===== src/rtl/ide_rt_pkg.sv =====
package ide_rt_pkg;

  localparam int NWIN = 5;

  typedef enum logic [1:0] {
    WT_CMD  = 2'd0,
    WT_CTRL = 2'd1,
    WT_BM   = 2'd2,
    WT_NONE = 2'd3
  } win_type_e;

  typedef enum logic [1:0] {
    SZ_B1  = 2'd0,
    SZ_B2  = 2'd1,
    SZ_B4  = 2'd2,
    SZ_BAD = 2'd3
  } acc_size_e;

  // window index -> kind
  function automatic win_type_e kind_of(input int i);
    if (i == NWIN - 1) return WT_BM;
    else if (i % 2 == 0) return WT_CMD;
    else return WT_CTRL;
  endfunction

  // fixed channel of the per-channel windows
  function automatic logic chan_of(input int i);
    return (i == 2) || (i == 3);
  endfunction

endpackage


===== src/rtl/ide_rt_winbank.sv =====
module ide_rt_winbank
  import ide_rt_pkg::*;
#(
  parameter int AW      = 16,
  parameter int CMD_SZ  = 8,
  parameter int CTRL_SZ = 4,
  parameter int BM_SZ   = 16,
  parameter int OW      = 4
) (
  input  logic                     clk,
  input  logic                     rst_n,
  input  logic                     cfg_we,
  input  logic [2:0]               cfg_idx,
  input  logic [AW-1:0]            cfg_base,
  input  logic [AW-1:0]            addr,
  output logic [NWIN-1:0]          hit,
  output logic [NWIN-1:0][OW-1:0]  off
);

  for (genvar g = 0; g < NWIN; g++) begin : g_win
    localparam int SZI = (g == NWIN - 1) ? BM_SZ : ((g % 2 == 0) ? CMD_SZ : CTRL_SZ);
    localparam logic [AW-1:0] SZ = AW'(SZI);

    logic [AW-1:0] base_q, base_d;
    logic          armed_q, armed_d;
    logic          load;
    logic [AW-1:0] diff;

    // next state
    always_comb begin
      load    = cfg_we && (cfg_idx == 3'(g)) && (cfg_base != '0);
      base_d  = load ? cfg_base : base_q;
      armed_d = armed_q | load;
    end

    // registers
    always_ff @(posedge clk or negedge rst_n) begin
      if (!rst_n) begin
        base_q  <= '0;
        armed_q <= 1'b0;
      end else if (load) begin
        base_q  <= base_d;
        armed_q <= armed_d;
      end
    end

    // match
    always_comb begin
      diff   = addr - base_q;
      hit[g] = armed_q && (addr >= base_q) && (diff < SZ);
      off[g] = diff[OW-1:0];
    end

    assert_zero_base_ignored_R5: assert property (
      @(posedge clk) disable iff (!rst_n)
      (cfg_we && cfg_idx == 3'(g) && cfg_base == '0) |=> $stable(base_q)
    );

    assert_base_taken_R5: assert property (
      @(posedge clk) disable iff (!rst_n)
      (cfg_we && cfg_idx == 3'(g) && cfg_base != '0) |=> (base_q == $past(cfg_base) && armed_q)
    );

    assert_unarmed_no_hit_R5: assert property (
      @(posedge clk) disable iff (!rst_n)
      !armed_q |-> !hit[g]
    );
  end

endmodule


===== src/rtl/ide_rt_select.sv =====
module ide_rt_select
  import ide_rt_pkg::*;
#(
  parameter int OW       = 4,
  parameter int BM_SPLIT = 8
) (
  input  logic                     clk,
  input  logic                     rst_n,
  input  logic [NWIN-1:0]          hit,
  input  logic [NWIN-1:0][OW-1:0]  off,
  input  logic [1:0]               size,
  output win_type_e                kind,
  output logic [OW-1:0]            offset,
  output logic                     sec,
  output logic                     size_err,
  output logic                     any_hit
);

  localparam logic [OW-1:0] SPLIT = OW'(BM_SPLIT);

  logic [2:0] sel;

  // lowest index wins
  always_comb begin
    sel = 3'd0;
    for (int i = NWIN - 1; i >= 0; i--) begin
      if (hit[i]) sel = 3'(i);
    end
  end

  always_comb begin
    any_hit = |hit;
    kind    = WT_NONE;
    offset  = '0;
    sec     = 1'b0;
    if (any_hit) begin
      kind   = kind_of(int'(sel));
      offset = off[sel];
      if (kind == WT_BM) sec = (offset >= SPLIT);
      else               sec = chan_of(int'(sel));
    end
    size_err = (size == SZ_BAD) || (size == SZ_B4 && kind != WT_BM);
  end

  assert_lowest_wins_R10: assert property (
    @(posedge clk) disable iff (!rst_n)
    any_hit |-> (hit[sel] && ((hit & ((NWIN'(1) << sel) - NWIN'(1))) == '0))
  );

  assert_wide_cmd_err_R8: assert property (
    @(posedge clk) disable iff (!rst_n)
    (size == SZ_B4 && (kind == WT_CMD || kind == WT_CTRL)) |-> size_err
  );

endmodule


===== src/rtl/ide_rt_shadow.sv =====
module ide_rt_shadow
  import ide_rt_pkg::*;
#(
  parameter int OW      = 4,
  parameter int SEL_OFF = 6
) (
  input  logic          clk,
  input  logic          rst_n,
  input  logic          acc_vld,
  input  logic          acc_wr,
  input  win_type_e     acc_kind,
  input  logic [OW-1:0] acc_off,
  input  logic          acc_sec,
  input  logic          acc_err,
  input  logic          dev_bit,
  output logic [1:0]    drive
);

  logic [1:0] dev_q, dev_d;
  logic       latch;
  logic       cur;

  // next state
  always_comb begin
    latch = acc_vld && acc_wr && !acc_err && (acc_kind == WT_CMD) &&
            (acc_off == OW'(SEL_OFF));
    dev_d = dev_q;
    if (latch) dev_d[acc_sec] = dev_bit;
    cur   = latch ? dev_bit : dev_q[acc_sec];
    drive = (acc_kind == WT_NONE) ? 2'd0 : {acc_sec, cur};
  end

  // registers
  always_ff @(posedge clk or negedge rst_n) begin
    if (!rst_n) dev_q <= 2'b00;
    else if (latch) dev_q <= dev_d;
  end

  assert_shadow_capture_R6: assert property (
    @(posedge clk) disable iff (!rst_n)
    latch |=> (dev_q[$past(acc_sec)] == $past(dev_bit))
  );

  assert_shadow_hold_R8: assert property (
    @(posedge clk) disable iff (!rst_n)
    !latch |=> $stable(dev_q)
  );

endmodule


===== src/rtl/ide_io_router.sv =====
module ide_io_router
  import ide_rt_pkg::*;
#(
  parameter int AW       = 16,
  parameter int CMD_SZ   = 8,
  parameter int CTRL_SZ  = 4,
  parameter int BM_SZ    = 16,
  parameter int BM_SPLIT = 8,
  parameter int SEL_OFF  = 6,
  parameter int DEV_BIT  = 4,
  parameter int OW       = $clog2((BM_SZ > CMD_SZ) ? ((BM_SZ > CTRL_SZ) ? BM_SZ : CTRL_SZ)
                                                   : ((CMD_SZ > CTRL_SZ) ? CMD_SZ : CTRL_SZ))
) (
  input  logic          clk,
  input  logic          rst_n,
  input  logic          cfg_we,
  input  logic [2:0]    cfg_idx,
  input  logic [AW-1:0] cfg_base,
  input  logic          req_vld,
  input  logic [AW-1:0] req_addr,
  input  logic          req_wr,
  input  logic [1:0]    req_size,
  input  logic [7:0]    req_data,
  input  logic [3:0]    drv_present,
  output logic          rsp_vld,
  output logic [1:0]    rsp_type,
  output logic [OW-1:0] rsp_off,
  output logic          rsp_sec,
  output logic          rsp_err,
  output logic [1:0]    rsp_drive,
  output logic          rsp_drv_ok
);

  logic [NWIN-1:0]         hit;
  logic [NWIN-1:0][OW-1:0] woff;
  win_type_e               kind;
  logic [OW-1:0]           offset;
  logic                    sec, size_err, any_hit, err;
  logic [1:0]              drive;
  logic                    unused_data;

  assign unused_data = ^req_data;

  ide_rt_winbank #(
    .AW(AW), .CMD_SZ(CMD_SZ), .CTRL_SZ(CTRL_SZ), .BM_SZ(BM_SZ), .OW(OW)
  ) u_bank (
    .clk(clk), .rst_n(rst_n), .cfg_we(cfg_we), .cfg_idx(cfg_idx),
    .cfg_base(cfg_base), .addr(req_addr), .hit(hit), .off(woff)
  );

  ide_rt_select #(.OW(OW), .BM_SPLIT(BM_SPLIT)) u_sel (
    .clk(clk), .rst_n(rst_n), .hit(hit), .off(woff), .size(req_size),
    .kind(kind), .offset(offset), .sec(sec), .size_err(size_err), .any_hit(any_hit)
  );

  assign err = !any_hit || size_err;

  ide_rt_shadow #(.OW(OW), .SEL_OFF(SEL_OFF)) u_shd (
    .clk(clk), .rst_n(rst_n), .acc_vld(req_vld), .acc_wr(req_wr),
    .acc_kind(kind), .acc_off(offset), .acc_sec(sec), .acc_err(err),
    .dev_bit(req_data[DEV_BIT]), .drive(drive)
  );

  // next state of the response register
  logic          vld_d, sec_d, err_d, ok_d;
  logic [1:0]    type_d, drv_d;
  logic [OW-1:0] off_d;

  always_comb begin
    vld_d  = req_vld;
    type_d = kind;
    off_d  = offset;
    sec_d  = sec;
    err_d  = err;
    drv_d  = drive;
    ok_d   = !err && drv_present[drive];
  end

  always_ff @(posedge clk or negedge rst_n) begin
    if (!rst_n) rsp_vld <= 1'b0;
    else        rsp_vld <= vld_d;
  end

  always_ff @(posedge clk or negedge rst_n) begin
    if (!rst_n) begin
      rsp_type   <= WT_NONE;
      rsp_off    <= '0;
      rsp_sec    <= 1'b0;
      rsp_err    <= 1'b0;
      rsp_drive  <= 2'd0;
      rsp_drv_ok <= 1'b0;
    end else if (req_vld) begin
      rsp_type   <= type_d;
      rsp_off    <= off_d;
      rsp_sec    <= sec_d;
      rsp_err    <= err_d;
      rsp_drive  <= drv_d;
      rsp_drv_ok <= ok_d;
    end
  end

  assert_strobe_follows_R9: assert property (
    @(posedge clk) disable iff (!rst_n)
    req_vld |=> rsp_vld
  );

  assert_strobe_quiet_R9: assert property (
    @(posedge clk) disable iff (!rst_n)
    !req_vld |=> !rsp_vld
  );

  assert_miss_is_error_R4: assert property (
    @(posedge clk) disable iff (!rst_n)
    (rsp_vld && rsp_type == WT_NONE) |-> (rsp_err && rsp_off == '0 && !rsp_sec)
  );

  assert_bm_channel_R3: assert property (
    @(posedge clk) disable iff (!rst_n)
    (rsp_vld && rsp_type == WT_BM) |-> (rsp_sec == (rsp_off >= OW'(BM_SPLIT)))
  );

  assert_drive_channel_R7: assert property (
    @(posedge clk) disable iff (!rst_n)
    (rsp_vld && rsp_type != WT_NONE) |-> (rsp_drive[1] == rsp_sec)
  );

  assert_err_not_ok_R11: assert property (
    @(posedge clk) disable iff (!rst_n)
    (rsp_vld && rsp_err) |-> !rsp_drv_ok
  );

endmodule


===== config.mk =====
export PLATFORM = sky130hd
export DESIGN_NAME = ide_io_router
export DESIGN_NICKNAME = d
export VERILOG_FILES = /design/src/rtl/ide_rt_pkg.sv /design/src/rtl/ide_rt_winbank.sv /design/src/rtl/ide_rt_select.sv /design/src/rtl/ide_rt_shadow.sv /design/src/rtl/ide_io_router.sv
export SDC_FILE = /design/constraint.sdc
export NUM_CORES = 1
export LEC_CHECK = 0
export BUFFER_PORTS_ARGS = -buffer_cell sky130_fd_sc_hd__buf_2
export CAP_MARGIN = 20
export CORE_ASPECT_RATIO = 0.5
export CORE_MARGIN = 2
export CORE_UTILIZATION = 45
export CTS_BUF_LIST = sky130_fd_sc_hd__clkbuf_4
export DETAILED_ROUTE_END_ITERATION = 16
export PLACE_DENSITY = 0.69
export SYNTH_ARGS = -nofsm -noshare
export SYNTH_HDL_FRONTEND = slang
export SYNTH_SLANG_ARGS = --single-unit

===== constraint.sdc =====
create_clock -name clk -period 6.06 [get_ports clk]
set_clock_uncertainty 0.05 [all_clocks]
set_input_delay 1.818 -clock clk [delete_from_list [all_inputs] [get_ports clk]]
set_output_delay 1.818 -clock clk [all_outputs]
set_load 0.005 [all_outputs]

==> flow_results.org, run 1 <==
** Outcome
- Outcome :: completed

** Critical path
- Reg2reg path depth :: 17
- For this design, the slowest cell found on the critical path is sky130_fd_sc_hd__nor4_1.
- CP Max Fanout :: 5
- Count of buffer and inverter cells on the critical path :: 4
- STA classifies the critical path startpoint as an input pin.
- The startpoint identified for the worst register-to-register timing path is u_bank.g_win[0].base_q[0].
- The critical path goes through buf_2, inv_1, ha_1, inv_1, fa_1, a211oi_1, o211ai_1, a41oi_1, xor2_1, buf_4, o2111a_1, nand4_1, a211o_1, o21a_1, nor4_1, nand4b_1, a221oi_2, mux2i_1, o211ai_2.
- Crit path max-delay family :: compound AO/OA/AOI/OAI gates
- For the worst setup path, the data arrival time is around 6.2 ns.
- The setup path with the least slack is of type in2reg.
- Endpoint of the worst register-to-register path :: rsp_drv_ok
- For this run, the slowest stage of the critical path takes 0.46 ns.
- Worst-case register-to-register setup slack :: 1.46 ns
- Crit end category :: register
- At the worst endpoint, the required time is around 6.5 ns.
- Most frequent cell on the critical path :: sky130_fd_sc_hd__inv_1

** Clock network
- TritonCTS built the clock tree.
- Post-CTS Setup Repair Bufs :: 0
- Clock slew at reported path FFs :: roughly 0.19 ns
- The clock reaches the later pin of the worst-skew pair after 0.56 ns.
- Num Clock Sinks :: 99
- For this design, the CTS-stage hold fixing added 0 buffers.
- Maximum buffer depth of the clock tree :: 2
- Buffer cell driving the clock tree root :: sky130_fd_sc_hd__clkbuf_4
- CTS H-tree depth :: 3
- In this run, post-CTS repair resized a total of 0 instances.
- Counting the buffers created by CTS gives 9.

** Timing
- Timing would allow up to roughly 170 MHz.
- Portion of the clock cycle consumed by the worst path in the final layout :: 0.949
- The number of max-slew violations in the final report is 0.
- Unrepaired setup endpoints after global routing :: no
- Count of endpoints failing setup in the final report :: 0
- The number of endpoints with negative hold slack in the final report came to 0.
- The clock period could shrink to 5.75 ns.
- Setup tns final :: 0 ns
- Measured against its own limit, the worst slew margin works out to 0.381.
- Least setup slack across all paths after layout :: ~0.31 ns
- For the pin with the worst max-slew slack, the measured transition is a little over 0.9 ns.

** Routing
- Before antenna repair, the detailed router went through 7 iterations.
- The final route contains 9533 vias.
- After detailed routing, the number of remaining DRC violations is 0.
- After detailed routing, the average wire length per cell comes to between 15 and 20 um.
- Initial detailed-routing violation count :: between 800 and 900
- Total Routed Length :: about 31000 um
- Number of nets with antenna violations after routing :: 0
- In the routed layout, each cell is associated on average with a via count of about 6.0.

** Yosys
- Among all flip-flop cells after synthesis, the most frequent one is sky130_fd_sc_hd__dfrtp_1.
- Yosys warning total :: 0
- After synthesis the netlist holds a flip-flop and latch count of 99.
- Sequential-to-total area share from yosys stat :: 0.260
- Share of flip-flops with an asynchronous set or reset :: 1.00
- Synthesis instantiated 92 different standard cells from the library.
- The cell count after synthesis came out at approximately 1200.
- Netlist area before placement :: 9550 sq um
- In this run, synthesis inferred 0 flip-flops with an integrated enable.
- The average instance in the mapped netlist occupies approximately 8.1 sq um.
- Mapped Nets :: ~1300

** Placement
- OpenSTA, run right after detailed placement, puts the worst setup slack at -0.309 ns.
- At the end of routability-driven placement, the weighted congestion stood at ~1.0.
- Standard cell area after detailed placement :: around 11000 sq um
- # port buffers :: 58
- HPWL after detailed placement :: 24000 um

** Floorplan
- The floorplan has 37 rows.
- Placeable core region :: 20700 sq um
- The die covers between 20000 and 25000 sq um.
- Initial core utilization :: 0.462
- Vertical extent of the die :: about 110 um
- IO Pins :: between 60 and 70
- Die W :: approximately 210 um

** Worst hold path
- Counting instances, the worst hold path has a depth of 1.
- Classification of the worst-slack hold path :: reg2reg
- Hold wc startpoint :: u_bank.g_win[3].armed_q
- End of the worst hold path :: u_bank.g_win[3].armed_q

** Global route
- Global routing usage summed across all routing layers :: 0.281
- For this run the aggregate overflow at the end of global routing stands at 0.
- First-pass GRT wire length :: between 40000 and 50000 um
- Pin count of the biggest net entering global routing :: 58
- The number of global-route vias before repair came to ~9000.
- The number of antenna violations at the first check in global routing is 0.

** Final layout
- Synth-to-layout area growth :: 13.9%
- In the final layout, the multi-input gates occupy 6480 sq um.
- Of the cells placed in the final design, the portion with a size suffix greater than 1 is 0.200.
- Number of fill cells :: about 2000
- FF/Latch Area :: roughly 2500 sq um
- After routing the design area is ~11000 sq um.
- Nets :: approximately 1400
- For this run, the share of the core covered by cells in the final layout is 0.526.

** Pwr
- PD cells :: 277 nW/um^2
- Across the VDD grid, the largest voltage drop is around 0.10 mV.
- Static Leak :: a little under 5 nW

** Job
- Max-cap violations in this run came to 0.
==> layout make-up <==
| class | instances | share of cell area |
|---|---|---|
| antenna | 1 | 0.000230 |
| clock buffer | 9 | 0.00621 |
| clock inverter | 7 | 0.00540 |
| inverter | 115 | 0.0397 |
| multi-input combinational | 923 | 0.595 |
| sequential | 99 | 0.228 |
| tap | 273 | 0.0314 |
| timing repair buffer | 155 | 0.0938 |
==> per-layer routing <==
metal,up-vias,track usage,share of wire
met5,-,0,0
met4,0,0.0800,0.021
met3,45,0.0615,0.084
met2,285,0.426,0.42
met1,4612,0.402,0.48
li1,4591,-,-
==> placed cells by master, fill, tap and decap left out, drive strengths merged, types with 12 or more instances in the layout <==
master	netlist	layout
buf	8	155
inv	115	119
nand2	108	108
dfrtp	97	97
o21ai	97	97
ha	80	80
nor2	78	78
a21oi	76	76
mux2	44	44
nor3	30	30
nand2b	24	24
nand3	24	24
nor4	22	22
a21o	21	21
o211ai	20	20
nor2b	17	17
nand4	17	17
o21a	16	16
a211oi	16	16
or3	13	13
o2111ai	12	12
==> state kept, by name, summed over array words and instances (netlist names) <==
name / count
u_shd.dev_q: 2
u_bank.g_win.armed_q: 5
rsp_off: 4
u_bank.g_win.base_q: 80
rsp_type: 2
rsp_drive: 2
rsp_drv_ok: 1
rsp_sec: 1
rsp_err: 1
rsp_vld: 1
==> report_power, final <==
part	internal (mW)	total (mW)	switching, mW
logic	0.757	1.82	1.06
registers	0.774	0.821	0.0467
clock network	0.0912	0.371	0.280
==> Yosys cell counts, drive strengths merged (13+ instances only) <==
master | instances | area share
a211oi | 16 | 0.013
a21o | 21 | 0.017
a21oi | 76 | 0.043
clkbuf | 37 | 0.015
dfrtp | 97 | 0.25
ha | 80 | 0.10
inv | 115 | 0.045
mux2 | 44 | 0.052
nand2 | 108 | 0.042
nand2b | 24 | 0.016
nand3 | 24 | 0.013
nand4 | 17 | 0.011
nor2 | 78 | 0.031
nor2b | 17 | 0.011
nor3 | 30 | 0.016
nor4 | 22 | 0.016
o211ai | 20 | 0.016
o21a | 16 | 0.013
o21ai | 97 | 0.051
or3 | 13 | 0.0085
==> per-stage QoR <==
| step | hold WS, ns | instances | power [mW] |
|---|---|---|---|
| floorplan | 0.384 | 1182 | 2.09 |
| global placement | 0.413 | 1565 | 2.58 |
| detailed placement | 0.419 | 1565 | 2.62 |
| CTS | 0.461 | 1581 | 3.00 |
| global route | 0.484 | 1581 | 3.26 |
| finish | 0.465 | 1582 | 3.01 |
==> worst reg2reg max path, cell delays in order, from the launching register on <==
cell and delay (ns):
sky130_fd_sc_hd__dfrtp_1 0.39, sky130_fd_sc_hd__ha_1 0.16, sky130_fd_sc_hd__inv_1 0.05, sky130_fd_sc_hd__fa_1 0.44, sky130_fd_sc_hd__a211oi_1 0.39, sky130_fd_sc_hd__o211ai_1 0.20, sky130_fd_sc_hd__a41oi_1 0.30, sky130_fd_sc_hd__xor2_1 0.21
sky130_fd_sc_hd__buf_4 0.13, sky130_fd_sc_hd__o2111a_1 0.16, sky130_fd_sc_hd__nand4_1 0.12, sky130_fd_sc_hd__a211o_1 0.33, sky130_fd_sc_hd__o21a_1 0.17, sky130_fd_sc_hd__nor4_1 0.46, sky130_fd_sc_hd__nand4b_1 0.20, sky130_fd_sc_hd__a221oi_2 0.39
sky130_fd_sc_hd__mux2i_1 0.25, sky130_fd_sc_hd__o211ai_2 0.10
==> worst max-delay path by stage <==
stage	startpoint	end	slack, ns	cells after the start
floorplan	req_addr[0]	rsp_drv_ok	0.28	18
global placement	req_addr[0]	rsp_drv_ok	-0.28	19
detailed placement	req_addr[0]	rsp_drv_ok	-0.31	19
CTS	req_addr[0]	rsp_drv_ok	0.32	19
global route	req_addr[0]	u_shd.dev_q[1]	0.03	17
finish	req_addr[0]	rsp_drv_ok	0.31	19
==> logic make-up (layout without fill, tap and decap cells) <==
| logic type | after synthesis | in the layout | synth area share |
|---|---|---|---|
| simple gates | 406 | 406 | 0.225 |
| compound gates | 359 | 359 | 0.256 |
| buf+inv | 160 | 286 | 0.0647 |
| flops | 99 | 99 | 0.260 |
| fa+ha+maj | 85 | 85 | 0.115 |
| mux | 54 | 54 | 0.0623 |
| xor+xnor | 19 | 19 | 0.0174 |
| other cells | 0 | 1 | 0 |
Power figures use the tool's default switching activity.
==> inputs of run 2 (changes only) <==
--- a/config.mk
+++ b/config.mk
@@ -13,6 +13,7 @@
 export CTS_BUF_LIST = sky130_fd_sc_hd__clkbuf_4
 export DETAILED_ROUTE_END_ITERATION = 16
 export PLACE_DENSITY = 0.69
+export RECOVER_POWER = 25
 export SYNTH_ARGS = -nofsm -noshare
 export SYNTH_HDL_FRONTEND = slang
 export SYNTH_SLANG_ARGS = --single-unit
==> flow_results.org, run 2 (synthesis gave the netlist of run 1 again) <==
** Floorplan
- Placeable core region :: 20700 sq um (unchanged)
- The total die area was 22500 sq um (unchanged).
- The vertical die dimension is 107 um (unchanged).
- Die W :: 210 um (unchanged)
- IO Pins :: 66 (unchanged)
- The site row count was 37 (unchanged).
- Initial core utilization :: 0.462 (unchanged)

** Global route
- First-pass GRT wire length :: 48300 um (unchanged)
- Number of antenna violations at the first check in global routing :: 0 (unchanged)
- The pin count of the biggest net entering global routing is 58 (unchanged).
- Grt total ovfl :: 0 (unchanged)
- The overall fraction of global-route tracks in use came to 0.281 (unchanged).
- The global routing usage on met2 is 0.426 (unchanged).
- The met1 capacity usage during global routing came to 0.402 (unchanged).
- Met3 usage in global routing :: 0.0615 (unchanged)
- After global routing, the most crowded layer is met2.
- The number of global-route vias before repair was 8954 (unchanged).

** Final layout
- The relative area change from synthesis to final layout is 13.9% (about the same).
- Post-route non-filler standard cell count :: 1582 (unchanged)
- The number of nets in the final layout came to 1442 (unchanged).
- Max FFs per register :: 80 (unchanged)
- u_bank.g_win.base_q holds more flip-flops than any other register.
- Most common cell after layout, fill and taps aside :: sky130_fd_sc_hd__inv_1
- The final core area utilization was 0.526 (about the same).
- Fraction of final layout cells with drive strength greater than 1 :: 0.198 (-0.00153)
- The top cell types in the final layout, fill and taps aside, are sky130_fd_sc_hd__inv_1 (115), sky130_fd_sc_hd__nand2_1 (108), sky130_fd_sc_hd__buf_4 (97), sky130_fd_sc_hd__dfrtp_1 (97), sky130_fd_sc_hd__o21ai_0 (92).
- Top flop regs :: u_bank.g_win.base_q x80, u_bank.g_win.armed_q x5, rsp_off x4

** Timing
- Final min period :: 5.75 ns (-0.0000170 ns)
- Portion of the clock cycle consumed by the worst path in the final layout :: 0.949 (about the same)
- The pin slew with the least headroom to its limit was 3.29 ns (+2.36 ns).
- Final Hold Fails :: 0 (unchanged)
- Max frequency :: 174 MHz (about the same)
- Max_slew headroom :: -1.19 (-1.57)
- The number of setup violations in the final report was 0 (unchanged).
- Final-report max-slew violation count :: 58 (+58)
- Setup repair after global routing left no endpoint under its margin.
- Hold slack :: 0.465 ns (unchanged)

** Critical path
- Required time worst endpoint :: 6.47 ns (about the same)
- Cell count along the critical path :: 19 (unchanged)
- The worst setup path is of the in2reg kind.
- STA classifies the critical path endpoint as a register.
- Slowest cell on the critical path :: sky130_fd_sc_hd__nor4_1
- The cell that appears most often on the critical path is sky130_fd_sc_hd__inv_1.
- Signal arrival time at the worst endpoint :: 6.16 ns (about the same)
- Crit path max-delay family :: compound AO/OA/AOI/OAI gates
- Critical Path, Cell by Cell :: buf_2, inv_1, ha_1, inv_1, fa_1, a211oi_1, o211ai_1, a41oi_1, xor2_1, buf_4, o2111a_1, nand4_1, a211o_1, o21a_1, nor4_1, nand4b_1, a221oi_2, mux2i_1, o211ai_2
- Count of buffer and inverter cells on the critical path :: 4 (unchanged)
- Delay of the slowest critical-path stage :: 0.46 ns (about the same)
- Element type at the critical path start :: input pin
- CP Max Fanout :: 5 (unchanged)
- Reg2reg path depth :: 17 (unchanged)

** Routing
- Number of nets with antenna violations after routing :: 0 (unchanged)
- Total Routed Length :: 30700 um (about the same)
- Detailed-router iteration count before antenna repair :: 7 (unchanged)
- DRC viols :: 0 (unchanged)
- Initial detailed-routing violation count :: 820 (unchanged)
- Via count :: 9536 (+0.031%)
- The detailed-route vias per instance was 6.03 (about the same).
- The per-cell routed wire length is 19.4 um (about the same).

** Outcome
- The run finished, with violations left.
- The final reports fail on max-capacitance violations, max-slew violations.

** Pwr
- The largest vdd supply drop was 0.103 mV (about the same).
- Static Leak :: 4.88 nW (-0.13%)
- The cell area power density was 277 nW/um^2 (about the same).

** Placement
- RD Place Congestion :: 0.995 (unchanged)
- HPWL after detailed placement :: 24000 um (unchanged)
- The number of placed instances with taps included is 1565 (unchanged).
- The count of buffers inserted at the top-level ports is 58 (unchanged).

** Clock network
- Clock latency at the later pin of the worst-skew pair :: 0.56 ns (about the same)
- The buffer levels on the longest clock path was 2 (unchanged).
- Clock slew at reported path FFs :: 0.19 ns (about the same)
- Buffer cell driving the clock tree root :: sky130_fd_sc_hd__clkbuf_4
- Post-CTS Setup Repair Bufs :: 0 (unchanged)
- Clock tree from TritonCTS :: yes
- The number of sinks driven by the clock tree was 99 (unchanged).
- The H-tree level count is 3 (unchanged).
- Inserted Clock Buffers :: 9 (unchanged)

** Worst hold path
- The number of cells traversed by the worst hold path is 1 (unchanged).
- The min-delay analysis places its worst path in the category reg2reg.

** Job
- The max-cap violation count is 1 (+1).
==> run 2: cell types whose count changed in the layout (fill, tap and decap cells not counted) <==
cell and change:
sky130_fd_sc_hd__clkbuf_1 +2, sky130_fd_sc_hd__buf_2 -1, sky130_fd_sc_hd__buf_4 -1
==> run 2: worst paths after layout <==
kind | slack (ns) | startpoint | to
setup reg to reg | 1.46 | u_bank.g_win[0].base_q[0] | rsp_drv_ok
setup / recovery | 0.31 | req_addr[0] | rsp_drv_ok
hold / removal | 0.46 | u_bank.g_win[3].armed_q | u_bank.g_win[3].armed_q
max in group asynchronous | 1.76 | rst_n | u_bank.g_win[1].base_q[8]
hold reg to reg | 0.46 | u_bank.g_win[3].armed_q | u_bank.g_win[3].armed_q
min in group asynchronous | 2.28 | rst_n | u_bank.g_win[0].base_q[11]
==> run 2: metrics by stage <==
step	power, mW	cell area [sq um]	setup slack (ns)	setup TNS, ns
6_report	3.01	10900	0.309	0
3_3_place_gp	2.58	10700	-0.282	-0.860
3_5_place_dp	2.62	10700	-0.309	-1.03
5_1_grt	3.26	10900	0.0312	0
4_1_cts	3.00	10900	0.317	0
2_1_floorplan	2.09	9550	0.275	0
==> run 2: report_power, final <==
part / internal (mW) / switching (mW) / leakage, nW
clock network: 0.0912 / 0.280 / 0.0692
registers: 0.774 / 0.0467 / 1.19
logic: 0.757 / 1.06 / 3.62
==> run 2: area by class of cell <==
cell class | instances | area (sq um)
sequential | 99 | 2480
clock inverter | 7 | 58.8
antenna | 1 | 2.50
inverter | 115 | 432
multi-input combinational | 923 | 6480
fill | 1982 | 9820
clock buffer | 9 | 67.6
timing repair buffer | 155 | 1020
tap | 273 | 342
==> run 2: metal layers <==
metal,wire (um),vias to the layer above
met5,0,-
met4,644,0
met3,2580,45
met2,12900,289
met1,14600,4611
li1,-,4591
==> run 2: worst reg2reg max path: cells and delay by family (launching register included) <==
kind	cells	cell delay (ns)
AND/OR/NAND/NOR	3	0.78
flip-flops	1	0.39
AO/OA/AOI/OAI	8	2.04
buffers and inverters	2	0.18
multiplexers	1	0.25
XOR/XNOR	1	0.21
adder cells (fa/ha/maj)	2	0.60
==> run 2: timing repair <==
action | 4_1_cts | 5_1_grt
resized for setup | 0 | 2
setup endpoints to repair | 0 | 2
hold buffers | 0 | 0
